--- src/rtl/trap_seq_pkg.sv ---
package trap_seq_pkg;
  localparam int WORD_W = 16;

  typedef enum logic [3:0] {
    S_IDLE, S_VPC, S_VPSW, S_LDPSW, S_PUSH_PSW, S_PUSH_PC,
    S_POP_PC, S_POP_PSW, S_RLPSW
  } seq_st_t;

  localparam logic [1:0] MODE_USER = 2'b11;

  // Fresh status word from a vector with the previous-mode field replaced.
  function automatic logic [WORD_W-1:0] with_prev(input logic [WORD_W-1:0] fresh,
                                                  input logic [1:0] cur_mode);
    return {fresh[15:14], cur_mode, fresh[11:0]};
  endfunction

  function automatic logic uses_user_sp(input logic [WORD_W-1:0] st_word);
    return st_word[15:14] == MODE_USER;
  endfunction

  function automatic logic irq_beats(input logic [2:0] lvl, input logic [2:0] pri);
    return lvl > pri;
  endfunction
endpackage

--- src/rtl/trap_cause_arb.sv ---
module trap_cause_arb
  import trap_seq_pkg::*;
#(
  parameter int VEC_W = 8,
  parameter logic [VEC_W-1:0] SVC_VEC = 8'o034,
  parameter logic [VEC_W-1:0] ILL_VEC = 8'o010
) (
  input  logic             boundary,
  input  logic             idle,
  input  logic             svc_req,
  input  logic             ill_req,
  input  logic             irq_req,
  input  logic [2:0]       irq_level,
  input  logic [VEC_W-1:0] irq_vector,
  input  logic             rtt_req,
  input  logic [2:0]       cur_pri,
  output logic             take_entry,
  output logic             take_rtt,
  output logic             irq_ack,
  output logic [VEC_W-1:0] vec_sel
);
  logic gate, irq_ok, any_entry;

  always_comb begin
    gate      = boundary && idle;
    irq_ok    = irq_req && irq_beats(irq_level, cur_pri);
    any_entry = svc_req || ill_req || irq_ok;
    if (svc_req)      vec_sel = SVC_VEC;
    else if (ill_req) vec_sel = ILL_VEC;
    else              vec_sel = irq_vector;
    take_entry = gate && any_entry;
    irq_ack    = gate && irq_ok && !svc_req && !ill_req;
    take_rtt   = gate && rtt_req && !any_entry;
  end
endmodule

--- src/rtl/trap_sp_bank.sv ---
module trap_sp_bank
  import trap_seq_pkg::*;
#(
  parameter logic [WORD_W-1:0] KSP_INIT = 16'o000400,
  parameter logic [WORD_W-1:0] USP_INIT = 16'o000700
) (
  input  logic              clk,
  input  logic              rst_n,
  input  logic              sel_user,
  input  logic              step_dn,
  input  logic              step_up,
  output logic [WORD_W-1:0] sp_act
);
  localparam int N_SP = 2;
  logic [WORD_W-1:0] sp_q [N_SP];

  for (genvar i = 0; i < N_SP; i++) begin : g_sp
    localparam logic [WORD_W-1:0] INIT = (i == 1) ? USP_INIT : KSP_INIT;
    always_ff @(posedge clk) begin
      if (!rst_n) sp_q[i] <= INIT;
      else if (sel_user == 1'(i)) begin
        if (step_dn)      sp_q[i] <= sp_q[i] - WORD_W'(2);
        else if (step_up) sp_q[i] <= sp_q[i] + WORD_W'(2);
      end
    end
  end

  assign sp_act = sp_q[sel_user];

  // each push word lowers the active pointer by one word
  p_push_step_r4: assert property (@(posedge clk) disable iff (!rst_n)
    step_dn |=> sp_act == $past(sp_act) - WORD_W'(2));
endmodule

--- src/rtl/trap_entry_seq.sv ---
module trap_entry_seq
  import trap_seq_pkg::*;
#(
  parameter int VEC_W = 8,
  parameter logic [VEC_W-1:0]  SVC_VEC   = 8'o034,
  parameter logic [VEC_W-1:0]  ILL_VEC   = 8'o010,
  parameter logic [15:0]       RESET_PSW = 16'o170000,
  parameter logic [15:0]       RESET_PC  = 16'o004000,
  parameter logic [15:0]       KSP_INIT  = 16'o000400,
  parameter logic [15:0]       USP_INIT  = 16'o000700
) (
  input  logic             clk,
  input  logic             rst_n,
  input  logic             instr_boundary,
  input  logic             svc_req,
  input  logic             ill_req,
  input  logic             irq_req,
  input  logic [2:0]       irq_level,
  input  logic [VEC_W-1:0] irq_vector,
  input  logic             rtt_req,
  input  logic             psw_wr_en,
  input  logic [15:0]      psw_wr_val,
  output logic             mem_req,
  output logic             mem_we,
  output logic [15:0]      mem_addr,
  output logic [15:0]      mem_wdata,
  input  logic [15:0]      mem_rdata,
  output logic             irq_ack,
  output logic             busy,
  output logic [15:0]      psw,
  output logic [15:0]      pc,
  output logic [15:0]      sp_active
);
  localparam int PAD = WORD_W - VEC_W;

  seq_st_t           st;
  logic [15:0]       psw_q, pc_q, held_psw, held_pc;
  logic [VEC_W-1:0]  vec_q, vec_sel;
  logic              take_entry, take_rtt, step_dn, step_up;

  trap_cause_arb #(.VEC_W(VEC_W), .SVC_VEC(SVC_VEC), .ILL_VEC(ILL_VEC)) u_arb (
    .boundary(instr_boundary), .idle(st == S_IDLE),
    .svc_req(svc_req), .ill_req(ill_req), .irq_req(irq_req),
    .irq_level(irq_level), .irq_vector(irq_vector), .rtt_req(rtt_req),
    .cur_pri(psw_q[7:5]), .take_entry(take_entry), .take_rtt(take_rtt),
    .irq_ack(irq_ack), .vec_sel(vec_sel));

  trap_sp_bank #(.KSP_INIT(KSP_INIT), .USP_INIT(USP_INIT)) u_sp (
    .clk(clk), .rst_n(rst_n), .sel_user(uses_user_sp(psw_q)),
    .step_dn(step_dn), .step_up(step_up), .sp_act(sp_active));

  // Memory port and stack stepping, decoded from the state.
  always_comb begin
    mem_req   = 1'b0;
    mem_we    = 1'b0;
    mem_addr  = '0;
    mem_wdata = '0;
    step_dn   = 1'b0;
    step_up   = 1'b0;
    unique case (st)
      S_VPC:      begin mem_req = 1'b1; mem_addr = {{PAD{1'b0}}, vec_q}; end
      S_VPSW:     begin mem_req = 1'b1; mem_addr = {{PAD{1'b0}}, vec_q + VEC_W'(2)}; end
      S_PUSH_PSW: begin mem_req = 1'b1; mem_we = 1'b1; step_dn = 1'b1;
                        mem_addr = sp_active - 16'd2; mem_wdata = held_psw; end
      S_PUSH_PC:  begin mem_req = 1'b1; mem_we = 1'b1; step_dn = 1'b1;
                        mem_addr = sp_active - 16'd2; mem_wdata = held_pc; end
      S_POP_PC,
      S_POP_PSW:  begin mem_req = 1'b1; step_up = 1'b1; mem_addr = sp_active; end
      default: ;
    endcase
  end

  always_ff @(posedge clk) begin
    if (!rst_n) begin
      st       <= S_IDLE;
      psw_q    <= RESET_PSW;
      pc_q     <= RESET_PC;
      held_psw <= '0;
      held_pc  <= '0;
      vec_q    <= '0;
    end else begin
      unique case (st)
        S_IDLE: begin
          if (take_entry) begin
            held_psw <= psw_q;
            held_pc  <= pc_q;
            vec_q    <= vec_sel;
            st       <= S_VPC;
          end else if (take_rtt) begin
            st <= S_POP_PC;
          end else if (psw_wr_en) begin
            psw_q <= psw_wr_val;
          end
        end
        S_VPC:      st <= S_VPSW;
        S_VPSW:     begin pc_q <= mem_rdata; st <= S_LDPSW; end
        S_LDPSW:    begin psw_q <= with_prev(mem_rdata, held_psw[15:14]); st <= S_PUSH_PSW; end
        S_PUSH_PSW: st <= S_PUSH_PC;
        S_PUSH_PC:  st <= S_IDLE;
        S_POP_PC:   st <= S_POP_PSW;
        S_POP_PSW:  begin pc_q <= mem_rdata; st <= S_RLPSW; end
        S_RLPSW:    begin psw_q <= mem_rdata; st <= S_IDLE; end
        default:    st <= S_IDLE;
      endcase
    end
  end

  assign busy = (st != S_IDLE);
  assign psw  = psw_q;
  assign pc   = pc_q;

  // the pushed old current mode equals the new previous mode
  p_prev_mode_r3: assert property (@(posedge clk) disable iff (!rst_n)
    (st == S_PUSH_PSW) |-> psw_q[13:12] == mem_wdata[15:14]);

  // every write lands just below the pointer of the mode now active
  p_push_stack_r5: assert property (@(posedge clk) disable iff (!rst_n)
    mem_we |-> mem_addr == sp_active - 16'd2);

  // status word frozen between vector fetch and end of the pushes
  p_psw_hold_r9: assert property (@(posedge clk) disable iff (!rst_n)
    (st == S_VPC || st == S_PUSH_PSW || st == S_PUSH_PC) |=> $stable(psw_q));

  // an accepted interrupt fetches from its own slot next cycle
  p_ack_vec_r6: assert property (@(posedge clk) disable iff (!rst_n)
    irq_ack |=> (mem_req && !mem_we && mem_addr == {{PAD{1'b0}}, $past(irq_vector)}));

  // a trap instruction wins over everything else
  p_svc_first_r7: assert property (@(posedge clk) disable iff (!rst_n)
    (instr_boundary && !busy && svc_req) |=> (mem_req && mem_addr == {{PAD{1'b0}}, SVC_VEC}));

  // a return only reads
  p_return_reads_r8: assert property (@(posedge clk) disable iff (!rst_n)
    (st == S_POP_PC || st == S_POP_PSW) |-> (mem_req && !mem_we));
endmodule

--- config.mk ---
export PLATFORM = sky130hd
export DESIGN_NAME = trap_entry_seq
export DESIGN_NICKNAME = d
export VERILOG_FILES = /design/src/rtl/trap_seq_pkg.sv /design/src/rtl/trap_cause_arb.sv /design/src/rtl/trap_sp_bank.sv /design/src/rtl/trap_entry_seq.sv
export SDC_FILE = /design/constraint.sdc
export NUM_CORES = 1
export LEC_CHECK = 0
export CORE_ASPECT_RATIO = 1.4
export CORE_MARGIN = 2
export CORE_UTILIZATION = 35
export DETAILED_ROUTE_END_ITERATION = 7
export DONT_BUFFER_PORTS = 1
export PLACE_DENSITY = 0.52
export SLEW_MARGIN = 5
export SYNTH_ARGS = -nofsm -noshare
export SYNTH_HDL_FRONTEND = slang
export SYNTH_SLANG_ARGS = --single-unit
--- constraint.sdc ---
create_clock -name clk -period 4 [get_ports clk]
set_input_delay 0.8 -clock clk [delete_from_list [all_inputs] [get_ports clk]]
set_output_delay 0.8 -clock clk [all_outputs]
set_load 0.02 [all_outputs]
# Word level (Yosys, flattened, before mapping)
# Memory sizes are Yosys's and may differ from the RTL's.
# Cells that the tools add are included.
# W data, S select, Z words.
# word_totals
in_bits	51
n_memories	1
ramBits	32
register_bits	76
# mem_list
memory	depth	word_bits	read_ports	rd_ports_with_merged_regs	write_ports	line_no	rtl
u_sp.sp_q	2	16	3	0	2	trap_sp_bank.sv:15	logic [WORD_W-1:0] sp_q [N_SP];
# classes
bitwise_logic	4
reduce_logical	22
addsub	6
n_eq_ne	13
muxes	34
magnitude_cmp	1
# ops
cell	count
$mux W16	7
$pmux W16 S4	1
$pmux W16 S3	1
$sub A16 B2 Y16 const B	3
$add A16 B2 Y16 const B	2
$pmux W16 S2	1
$pmux W4 S7	1
$mux W1	19
$eq A4 B3 Y1 const B	4
$mux W8	2
$add A8 B2 Y8 const B	1
$eq A4 B2 Y1 const B	2
$logic_and A1 B1 Y1	8
$mux W4	2
$ne A2 B2 Y1 const B	3
$reduce_or A2 Y1	3
$reduce_or A6 Y1	1
$eq A4 B1 Y1 const B	1
$eq A4 B4 Y1 const B	1
$logic_not A4 Y1	1
$or A1 B1 Y1	4
$reduce_and A4 Y1	1
$reduce_bool A4 Y1	1
$gt A3 B3 Y1	1
6 further kinds	9

# Longest topological paths before layout
# logic_depth
depth_word	9
ltp_mapped	11

# Hierarchy
# A second synthesis with hierarchy kept.
# hier_totals
cells_unflattened	764
hier_area_um2	6538.8
# modules_own_cells
module	instances	cells_per_inst	area_per_inst_um2
trap_entry_seq	1	453	3791.1
trap_sp_bank	1	286	2577.5
trap_cause_arb	1	25	170.2

# Worst setup path before layout
# No wires, ideal clock.
# synth_timing
path_kind	input -> register
from	in rst_n
to	mem u_sp.sp_q[1][10], data pin
path_slack_ps	274
path_stages	10
arrival_time_ps	3457
n_path_buf	1
t_required_ps	3730
cell_sequence	clkbuf_1 -> inv_1 -> nor3_1 -> nand2_1 -> ha_1 -> a211oi_1 -> nor4_1 -> o41a_1 -> nor3_1 -> nor3_1
# synth_rtl
item	line_no	rtl
from (decl)	trap_entry_seq.sv:13	input logic rst_n,
to (decl)	trap_sp_bank.sv:15	

# Worst setup path in the final report
# layout_timing
from	reg psw_q[15], in the netlist psw[15]
to	out mem_addr[13]
# layout_between
elab_chain_cells	4
# layout_lines
item	line_no	rtl
from (decl)	trap_entry_seq.sv:37	logic [15:0] psw_q, pc_q, held_psw, held_pc;
from (signal assigned)	trap_entry_seq.sv:92	psw_q <= psw_wr_val;
$eq A2 B2 Y1 (*)	trap_seq_pkg.sv:18	return st_word[15:14] == MODE_USER;
$mem_v2 Z2 W16 (*)	--	
$sub A16 B2 Y16	trap_entry_seq.sv:64, trap_entry_seq.sv:66	
$pmux W16 S4 (*)	trap_entry_seq.sv:60	unique case (st)
to (decl)	trap_entry_seq.sv:25	output logic [15:0] mem_addr,
# Every way passes the cells marked *; elsewhere a longest branch is shown, timed or not.

==> metrics.md <==
| Metric | Value |
|---|---|
| Run status | `finished clean` |
| Worst-path clk slew | `0.08 ns` |
| Most used DFF post-synth | `dfxtp_1` |
| Final setup vio count | `0` |
| Pin count of the biggest net entering global routing | `99` |
| Die Span Y | `approximately 170 µm` |
| Switching power of the nets | `~1.3 mW` |
| Synth cell types | `80` |
| Arrival time worst endpoint | `roughly 2.8 ns` |
| Die area | `0.0204 mm²` |
| Placer Congestion | `0.848` |
| PortBufs | `0` |
| Power Density | `467 mW/mm²` |
| Final hold violations | `0` |
| Area grow syn2layout | `7.34%` |
| Commonest non-fill, non-tap cell in the layout | `nand2_1` |
| Initial antenna violation count | `0` |
| WL/cell | `19.2 µm` |
| Worst min-delay path class | `reg2reg` |
| Fin nets | `816` |
| TritonCTS clock tree | `yes` |
| Antenna viol nets, final | `0` |
| Final worst-path cycle share | `around nine tenths` |
| Startpoint types | `flop` |
| Clk buf depth | `2` |
| Detailed-router iteration count before antenna repair | `5` |
| Share of power burned in registers | `42.5%` |
| First-pass GRT wire length | `29.9 mm` |
| Xor and xnor area share after synthesis | `between 4 and 5%` |
| RSZ-0062 raised after global routing | `no` |
| Crit path kind | `reg2out` |
| Post-Synth Simple-Gate Area | `22.3%` |
| Sinks on Clock Net | `106` |
| Post-cts resize count | `0` |
| Commonest cells after routing, fill and taps aside | `142 x nand2_1, 75 x dfxtp_1, 70 x mux2i_1, 57 x nor2_1, 33 x a21oi_1` |
| Largest family of logic cells by synthesized area | `simple AND/OR/NAND/NOR gates` |
| Setup TNS | `0 ns` |
| Min Tclk post-route | `around 3.6 ns` |
| Clock share of power | `26.6%` |
| Yosys warnings | `0` |
| Max_slew headroom | `37.9%` |
| Layout cell share with drive strength beyond 1 | `10.2%` |
| Switching Share | `~39%` |
| Via-to-Cell Ratio | `about 5.6` |
| Fmax | `281 MHz` |
| Hpwl dp | `14.1 mm` |
| Critical path required time | `3.20 ns` |
| Multiplexer share of the synthesized area | `13.9%` |
| Global route overflow | `0` |
| Number of synthesized register bits | `106` |
| Synth Net Count | `between 800 and 900` |
| Core Area | `around 0.019 mm²` |
| Logic gate share of total power | `between 30% and 40%` |
| Post-CTS Hold Fix Bufs | `0` |
| Mapped Cells | `761` |
| Peak supply drop | `0.000210 V` |
| CTS H-tree depth | `3` |
| Slew @ Worst Pin | `about 0.93 ns` |
| Post-synthesis sequential area ratio | `36.0%` |
| Adder-Cell Fraction of Synth Area | `4.39%` |
| Compound-gate portion of the synthesized area | `13.7%` |
| Final WL | `between 15 and 20 mm` |
| Pre-CTS setup slack | `between 0.6 and 0.7 ns` |
| Clock Tree Root | `clkbuf_16` |
| DRT iter0 DRCs | `between 200 and 300` |
| GRT Util Overall | `a little under a fifth` |
| Total CTS buffers | `9` |
| Ports | `135` |
| Synth async-reset ratio | `0%` |
| Initial Util | `35.3%` |
| Max Cap Viol | `0` |
| Post-CTS Setup Repair Bufs | `0` |
| Leak | `2.67 nW` |
| Final WS setup | `0.436 ns` |
| Via Count | `5533` |
| Standard-cell rows | `60` |
| Post-Syn Area | `0.00673 mm²` |
| Antenna diodes | `0` |
| Avg Cell Area, Syn | `8.84 µm²` |
| Clock latency on the worst-skew pair | `0.36 ns` |
| Vias in the first global route | `approximately 5600` |
| CP endpoint kind | `primary output` |
| Post-synth EDFFs | `30` |
| Number of remaining DRC errors | `0` |
| CP Max Fanout | `18` |
| Multi-input logic area | `0.00396 mm²` |
| Die X | `121 µm` |
| Fill count | `1969` |
| Slew Viols, Final | `0` |
| Final clock skew | `about 0.012 ns` |
| Register area | `between 0.002 and 0.0025 mm²` |
| Int Pwr | `2.06 mW` |
critical path, stage by stage, from the launching register on:
cell     delay (ns)
dfxtp_1        0.39
buf_4          0.29
a21bo_2        0.19
and2_1         0.22
ha_1           0.22
nand2_1        0.16
nor4_4         0.34
a41oi_1        0.19
nor3b_2        0.41
cell families (layout without fill, tap and decap cells):
logic type,after synthesis,count (layout)
other,1,1
and+or+nand+nor,304,304
muxes,91,91
buffers and inverters,76,62
xor gates and xnor gates,34,34
adders and majority gates,23,23
DFF,106,106
AOI/OAI and AO/OA,126,126
power groups by stage:
stage	registers [mW]	logic (mW)	clock network, mW
floorplan	1.37	0.890	0
global placement	1.46	1.02	0
detailed placement	1.46	1.04	0
CTS	1.44	1.05	0.926
global route	1.45	1.14	0.967
finish	1.43	1.04	0.897
state kept, by name, indices dropped and copies added, names as in the netlist:
name	cells
psw	16
pc	16
held_psw	16
vec_q	8
u_sp.sp_q	30
held_pc	16
st	4
metal layers:
layer	global-route usage, %	share of wire, %
met1	20.4	39
met2	34.5	53
met3	5.25	6.5
met4	6.00	2.2
met5	0	0
synth_stat cells (4+ instances only):
library cell	count	area (µm²)
nand2_1	142	533
dfxtp_1	76	1520
mux2i_1	70	701
nor2_1	57	214
a21oi_1	33	165
edfxtp_1	30	901
inv_1	26	97.6
clkbuf_1	25	93.8
xnor2_1	23	201
ha_1	22	275
mux2_2	20	225
nand3_1	15	75.1
nor3_1	15	75.1
and3_1	12	75.1
o21ai_0	11	55.1
xor2_1	11	96.3
a211oi_1	10	75.1
buf_2	9	45.0
nand2b_1	9	56.3
nand4_1	8	50.1
buf_4	7	52.6
a21o_1	6	45.0
and2_1	6	37.5
a31oi_1	5	31.3
a32o_1	5	50.1
nor4_1	5	31.3
o221ai_1	5	43.8
buf_6	4	45.0
nor2b_1	4	25.0
o2111ai_1	4	35.0
o21a_1	4	30.0
path summary, 6_finish.rpt:
path	start	to	slack [ns]	cells after the start
worst max register to register	st[3]	u_sp.sp_q[1][10]	0.89	11
worst max-delay path	psw[15]	mem_addr[13]	0.44	8
worst min register to register	held_pc[12]	held_pc[12]	0.46	2
worst min-delay path	held_pc[12]	held_pc[12]	0.46	2
final cells by class:
cell class / instances / area share, %
timing repair buffer: 18 / 1.87
sequential: 106 / 33.5
tap: 248 / 4.30
inverter: 28 / 1.45
multi-input combinational: 579 / 54.7
clock buffer: 10 / 3.31
clock inverter: 6 / 0.779
stage by stage:
step | power (mW) | hold WS [ns] | cell area (µm²) | util [%] | instances
after floorplan | 2.26 | 0.434 | 6730 | - | 761
after global placement | 2.48 | 0.441 | 6930 | 36.3 | 979
after detailed placement | 2.51 | 0.449 | 6930 | 36.3 | 979
after CTS | 3.41 | 0.461 | 7220 | 37.9 | 995
after global routing | 3.56 | 0.480 | 7220 | 37.9 | 995
final | 3.37 | 0.458 | 7220 | 37.9 | 995
Note: power is estimated with default switching activity, not from simulation.
